--- config.mk ---
export PLATFORM = sky130hd
export DESIGN_NAME = rank_boundary_decoder
export DESIGN_NICKNAME = d
export VERILOG_FILES = /design/src/rtl/rbd_pkg.sv /design/src/rtl/rbd_ctrl.sv /design/src/rtl/rbd_datapath.sv /design/src/rtl/rank_boundary_decoder.sv
export SDC_FILE = /design/constraint.sdc
export NUM_CORES = 1
export LEC_CHECK = 0
export BUFFER_PORTS_ARGS = -buffer_cell sky130_fd_sc_hd__clkbuf_2
export CORE_MARGIN = 10
export CORE_UTILIZATION = 35
export CTS_BUF_LIST = sky130_fd_sc_hd__clkbuf_8 sky130_fd_sc_hd__clkbuf_16
export DETAILED_ROUTE_END_ITERATION = 16
export GPL_TIMING_DRIVEN = 1
export PLACE_DENSITY = 0.59
export SLEW_MARGIN = 20
export SYNTH_ARGS = -nofsm -noshare
export SYNTH_HDL_FRONTEND = slang
export SYNTH_HIERARCHICAL = 1
export SYNTH_SLANG_ARGS = --single-unit
--- constraint.sdc ---
create_clock -name clk -period 3.7 [get_ports clk]
set_input_delay 0.74 -clock clk [delete_from_list [all_inputs] [get_ports clk]]
set_output_delay 0.74 -clock clk [all_outputs]
set_load 0.01 [all_outputs]
--- src/rtl/rbd_pkg.sv ---
package rbd_pkg;
  localparam int NUM_CH       = 2;
  localparam int RANKS_PER_CH = 4;
  localparam int NUM_RANKS    = NUM_CH * RANKS_PER_CH;
  localparam int RANK_W       = $clog2(RANKS_PER_CH);
  localparam int SEL_W        = $clog2(NUM_RANKS);
  localparam int BND_W        = 8;
  localparam int ADDR_W       = 33;
  localparam int GRAN_LSB     = 25;
  localparam int REG_ADDR_W   = 12;

  typedef struct packed {
    logic [NUM_RANKS-1:0] wrSel;   // one-hot write enable per limit register
    logic [SEL_W-1:0]     rdIdx;   // limit register addressed for read
    logic                 rdHit;   // regAddr maps to a limit register
    logic                 decode;  // a request is to be decoded this cycle
  } ctrlStrobe_t;
endpackage

--- src/rtl/rbd_ctrl.sv ---
module rbd_ctrl
  import rbd_pkg::*;
#(
  parameter logic [REG_ADDR_W-1:0] BASE_CH_A = 12'h100,
  parameter logic [REG_ADDR_W-1:0] BASE_CH_B = 12'h180
) (
  input  logic                  clk,
  input  logic                  rstN,
  input  logic [REG_ADDR_W-1:0] regAddr,
  input  logic                  regWrEn,
  input  logic                  reqValid,
  output ctrlStrobe_t           strobe
);
  logic [NUM_RANKS-1:0] hit;

  // Offset of each limit register, derived from channel base + rank number
  for (genvar r = 0; r < NUM_RANKS; r++) begin : gRankOfs
    localparam logic [REG_ADDR_W-1:0] CH_BASE = (r / RANKS_PER_CH == 0) ? BASE_CH_A : BASE_CH_B;
    localparam logic [REG_ADDR_W-1:0] OFS     = CH_BASE + REG_ADDR_W'(r % RANKS_PER_CH);
    assign hit[r] = (regAddr == OFS);
  end

  always_comb begin
    strobe.rdIdx = '0;
    for (int r = 0; r < NUM_RANKS; r++) begin
      if (hit[r]) strobe.rdIdx = r[SEL_W-1:0];
    end
    strobe.rdHit  = |hit;
    strobe.wrSel  = hit & {NUM_RANKS{regWrEn}};
    strobe.decode = reqValid;
  end

  // at most one limit register is written per cycle
  assert_wr_onehot_R2: assert property (@(posedge clk) disable iff (!rstN)
    $onehot0(strobe.wrSel));

  // no write strobe without a write request
  assert_wr_needs_en_R2: assert property (@(posedge clk) disable iff (!rstN)
    !regWrEn |-> (strobe.wrSel == '0));
endmodule

--- src/rtl/rbd_datapath.sv ---
module rbd_datapath
  import rbd_pkg::*;
(
  input  logic              clk,
  input  logic              rstN,
  input  ctrlStrobe_t       strobe,
  input  logic [BND_W-1:0]  regWrData,
  output logic [BND_W-1:0]  regRdData,
  input  logic [ADDR_W-1:0] reqAddr,
  output logic              rspValid,
  output logic              rspChannel,
  output logic [RANK_W-1:0] rspRank,
  output logic [NUM_RANKS-1:0] rspChipSel,
  output logic              rspOutOfRange
);
  logic [BND_W-1:0]     bound [NUM_RANKS];
  logic [BND_W-1:0]     addrHi;
  logic [NUM_RANKS-1:0] above;
  logic [SEL_W-1:0]     selIdx;
  logic                 found;
  logic                 oorNext;
  logic [NUM_RANKS-1:0] csNext;

  assign addrHi = reqAddr[GRAN_LSB +: BND_W];

  // Limit registers and per-rank comparators
  for (genvar r = 0; r < NUM_RANKS; r++) begin : gRank
    always_ff @(posedge clk or negedge rstN) begin
      if (!rstN)                bound[r] <= '0;
      else if (strobe.wrSel[r]) bound[r] <= regWrData;
    end
    assign above[r] = (bound[r] > addrHi);
  end

  assign regRdData = strobe.rdHit ? bound[strobe.rdIdx] : '0;

  // Lowest-index rank whose limit is above the address wins
  always_comb begin
    selIdx = '0;
    found  = 1'b0;
    for (int r = 0; r < NUM_RANKS; r++) begin
      if (!found && above[r]) begin
        selIdx = r[SEL_W-1:0];
        found  = 1'b1;
      end
    end
  end

  assign oorNext = (addrHi >= bound[NUM_RANKS-1]);
  assign csNext  = oorNext ? '0 : (NUM_RANKS'(1) << selIdx);

  always_ff @(posedge clk or negedge rstN) begin
    if (!rstN) begin
      rspValid      <= 1'b0;
      rspChannel    <= 1'b0;
      rspRank       <= '0;
      rspChipSel    <= '0;
      rspOutOfRange <= 1'b0;
    end else begin
      rspValid <= strobe.decode;
      if (strobe.decode) begin
        rspChannel    <= selIdx[SEL_W-1];
        rspRank       <= selIdx[RANK_W-1:0];
        rspChipSel    <= csNext;
        rspOutOfRange <= oorNext;
      end else begin
        rspChipSel    <= '0;
        rspOutOfRange <= 1'b0;
      end
    end
  end

  // chip select never has more than one bit
  assert_cs_onehot_R7: assert property (@(posedge clk) disable iff (!rstN)
    $onehot0(rspChipSel));

  // an in-range result drives exactly one chip select
  assert_cs_present_R7: assert property (@(posedge clk) disable iff (!rstN)
    (rspValid && !rspOutOfRange) |-> ($countones(rspChipSel) == 1));

  // out-of-range drives no chip select
  assert_oor_quiet_R6: assert property (@(posedge clk) disable iff (!rstN)
    rspOutOfRange |-> (rspChipSel == '0));

  // one cycle from request to result
  assert_latency_R8: assert property (@(posedge clk) disable iff (!rstN)
    strobe.decode |=> rspValid);

  // no result and no chip select without a request
  assert_idle_R8: assert property (@(posedge clk) disable iff (!rstN)
    !strobe.decode |=> (!rspValid && rspChipSel == '0 && !rspOutOfRange));

  // an unselected limit register keeps its value
  assert_hold_R2: assert property (@(posedge clk) disable iff (!rstN)
    !strobe.wrSel[0] |=> $stable(bound[0]));
endmodule

--- src/rtl/rank_boundary_decoder.sv ---
module rank_boundary_decoder
  import rbd_pkg::*;
#(
  parameter logic [REG_ADDR_W-1:0] BASE_CH_A = 12'h100,
  parameter logic [REG_ADDR_W-1:0] BASE_CH_B = 12'h180
) (
  input  logic                  clk,
  input  logic                  rstN,
  input  logic [REG_ADDR_W-1:0] regAddr,
  input  logic                  regWrEn,
  input  logic [BND_W-1:0]      regWrData,
  output logic [BND_W-1:0]      regRdData,
  input  logic                  reqValid,
  input  logic [ADDR_W-1:0]     reqAddr,
  output logic                  rspValid,
  output logic                  rspChannel,
  output logic [RANK_W-1:0]     rspRank,
  output logic [NUM_RANKS-1:0]  rspChipSel,
  output logic                  rspOutOfRange
);
  ctrlStrobe_t strobe;

  rbd_ctrl #(
    .BASE_CH_A (BASE_CH_A),
    .BASE_CH_B (BASE_CH_B)
  ) u_ctrl (
    .clk      (clk),
    .rstN     (rstN),
    .regAddr  (regAddr),
    .regWrEn  (regWrEn),
    .reqValid (reqValid),
    .strobe   (strobe)
  );

  rbd_datapath u_datapath (
    .clk           (clk),
    .rstN          (rstN),
    .strobe        (strobe),
    .regWrData     (regWrData),
    .regRdData     (regRdData),
    .reqAddr       (reqAddr),
    .rspValid      (rspValid),
    .rspChannel    (rspChannel),
    .rspRank       (rspRank),
    .rspChipSel    (rspChipSel),
    .rspOutOfRange (rspOutOfRange)
  );
endmodule

Yosys cells after proc, flatten, opt, wreduce, memory -nomap -nowiden:

Cells that the tools add are included.
Widths: inputs -> output; s select.

* bitwise operators: 2
* eq/ne operators: 8
* shift operators: 1
* reduce and logical (&&, ||, !) cells: 15
* $lt $le $gt $ge: 10
* muxes and demuxes: 28

Operators by type and width (number)
* $eq 12x9->1 const B: 8
* $gt 8x8->1: 8
* $mux 8: 5
* $mux 3: 10
* $bmux 8 s3: 1
* $mux 1: 10
* $and 8x8->8: 1
* $ge 8x8->1: 1
* $reduce_or 8->1: 1
* $shl 1x3->8 const A: 1
* $logic_and 1x1->1: 7
* $logic_not 1->1: 7
* $ge 4x4->1 const B: 1
* $mux 2: 2
* $not 3->4: 1

* bits of input ports: 57
* bits in registers: 77
* logic and storage cells: 77
* output and inout port bits: 21

Longest topological paths before layout:

* word-level depth: 26
* depth in mapped cells: 10
* gate-level depth less buffers: 9

Cells and area by module:

The synthesis kept the hierarchy.

By module, submodules not included
* rbd_datapath: cells each 421, area each 4789.6 µm², sequential area each 1926.8 µm², instances 1
* rbd_ctrl: cells each 26, area each 187.7 µm², sequential area each 0.0 µm², instances 1

Worst setup path before layout:

Ideal clock, no wire load.

* path type: input to output
* start: input regAddr[3]
* end: output regRdData[5]
* stages on the path: 8
* arrival: 2955 ps
* buffers on the path: 3
* slack: 5 ps
* data required time: 2960 ps
* path through: or4b_4 buf_6 nor4_1 buf_2 buf_2 mux4_2 mux2i_1 nor2b_1

RTL lines
* from (decl): RTL line rank_boundary_decoder.sv:9 `input logic [REG_ADDR_W-1:0] regAddr,`
* to (decl): RTL line rank_boundary_decoder.sv:12 `output logic [BND_W-1:0] regRdData,`

==> reports/results.ini <==
[status]
status=finished, final reports clean

[power]
p_per_area_nw_per_um2=317
switchingPower_uw=448
p_sw_frac=0.240
ir_drop_mv=0.192
power.internal_mw=1.42
seq_power_share=0.458
leakage_nw=2.85
power_frac_comb=0.079
p_clk_frac=0.464
total_power_mw=1.87

[worst_hold_path]
hold_class=input pin to async pin

[synth]
yosysMostFrequentCell=dfrtp_1
yosysSeqAreaShare=0.387
yosysWarnings=6
synth_top_area_share=0.387
syn_nets=568
syn_inst=447
ys_ff_latch=77
avgSynthCellArea_sq_um=11.1
synthTopCellsByArea=dfrtp_1 (39%), ha_1 (16%), mux2_2 (11%), mux4_2 (7.2%), a21oi_1 (3.0%)
yosys.area.top_type=dfrtp_1
syn_area_sq_um=4980
synth-edff-count=0
ys.flop_type=dfrtp_1
ys_types=46
async_flop_share=1.00
ys_top_cells_by_count=dfrtp_1 (77), ha_1 (64), mux2_2 (50)

[route]
dr.pass1.iters=4
routedWlPerCell_um=17.9
vias=3655
drtIter0Drc=270
route.detailed.drc=0
viasPerCell=5.28
drt.antenna.violating_nets=0
wirelength_um=12400

[setup_path]
crit_fanout=11
critical_path_required_ps=2960
crit_chain=clkbuf_2 > or4b_4 > buf_4 > nor4_4 > buf_4 > mux4_2 > mux2i_1 > nor2b_1 > clkbuf_2
startpoint=regAddr[3]
startpoint_type=input pin
path_class=input pin to primary output
cp_top_family=simple AND/OR/NAND/NOR gates
reg2reg_depth=8
crit_path_max_incr_delay_ps=550
arrival_ps=2850
worst_setup_path_end_kind=primary output
crit_cells=9
crit_slowest_cell=or4b_4
rr_startpoint=u_datapath/bound[49]
crit_buf_inv=4

[final_layout]
fillCellCount=1341
syn_to_final_growth_pct=18.2
seqCellArea_sq_um=1930
multi_input_area_sq_um=2950
layout.nets=628
layout-drive-gt1-share=0.328
final_area_sq_um=5880
fin_util=0.424
n_antenna_cell=0
stdcell_count=692

[timing]
rsz0062_at_grt=no
fmax_ghz=0.279
hold_slack_ps=434
finalClockSkew_ps=6.49
finalSetupViolCount=0
maxSlewHeadroom=0.529
setup-tns-final_ps=0
setup_slack_ps=110
period_share=0.970
worstMarginPinSlew_ps=707
finalWorstPathRequiredPeriod_ps=3590
maxSlewViolCount=0
finalHoldViolCount=0

[cts]
clockBufferDepth=2
cts_max_level=3
cts.sinks=77
cts_inserted_buffers=9
clockRootBuffer=clkbuf_16
worstSkewPairLatency_ps=330
clkTransAtPathRegs_ps=60
cts_tree=done
hold_buffers=0

[die]
io_pins=78
start_util=0.359
num_rows=43
die_x_um=139
die-height_um=139
dieArea_sq_um=19400
core_area_sq_um=13900

[global_routing]
grt_pass1_vias=3945
grt_usage=0.130
grt-ovfl-total=0
grt_first_pass_wirelength_um=20800
grt_antenna_before_repair=0
grt_max_degree=78

[placed_design]
io_buffer_count=52
dpl_cell_area_sq_um=5570
dp.cells=676
post-dp-hpwl_um=9860
post-place-ws_ps=48.8
gp_congestion=0.888

[flow_run]
maxCapViolations=0

cell families after synthesis:
| group | count (synthesis) | share of synthesized area |
|---|---|---|
| and+or+nand+nor | 106 | 0.117 |
| AOI/OAI and AO/OA | 81 | 0.0960 |
| DFF | 77 | 0.387 |
| muxes | 74 | 0.202 |
| adders and majority gates | 64 | 0.161 |
| buffers and inverters | 45 | 0.0370 |
registers in the layout, summed over array words and instances (netlist names):
signal,cells
u_datapath/bound,64
u_datapath/rspChipSel,8
u_datapath/rspRank,2
u_datapath/rspChannel,1
u_datapath/rspOutOfRange,1
u_datapath/rspValid,1
metal layers:
layer | up-vias | part of all wire | GRT usage
met2 | 73 | 0.49 | 0.218
met4 | 0 | 0.0093 | 0.0401
met5 | - | 0 | 0
li1 | 1789 | - | -
met3 | 10 | 0.038 | 0.0238
met1 | 1783 | 0.47 | 0.166
layout by cell type, fill, tap and decap left out, types with 13 or more instances in the layout:
cell / n
clkbuf_2: 51
nor2b_1: 15
mux4_2: 16
o21ai_0: 26
dfrtp_1: 77
a21oi_1: 30
nand2_1: 28
mux2_2: 50
inv_1: 29
nand4_1: 13
ha_1: 64
power groups by stage:
stage          clock (mW)  combinational [mW]  sequential, mW
2_1_floorplan           0              0.0703           0.871
3_3_place_gp            0               0.141           0.869
3_5_place_dp            0               0.146           0.870
4_1_cts             0.889               0.147           0.855
5_1_grt             0.926               0.168           0.855
6_report            0.866               0.147           0.855
layout make-up:
cell class,instances,area share
tap,180,0.0383
multi-input combinational,325,0.501
clock buffer,9,0.0383
clock inverter,7,0.0115
inverter,28,0.0179
sequential,77,0.327
timing repair buffer,66,0.0659
what timing repair did:
item / 4_1_cts / 5_1_grt
setup endpoints to repair: 0 / 7
resized for setup: 0 / 3
buffers inserted: 0 / 0
final timing paths:
kind,endpoint,slack [ps]
worst min register to register,u_datapath/rspChannel,510
max in group asynchronous,u_datapath/bound[53],2780
min in group clk,u_datapath/rspChannel,510
worst max register to register,u_datapath/rspRank[0],1390
worst min-delay path,u_datapath/bound[2],430
worst max-delay path,regRdData[6],110
(Power assumes the default switching activity.)
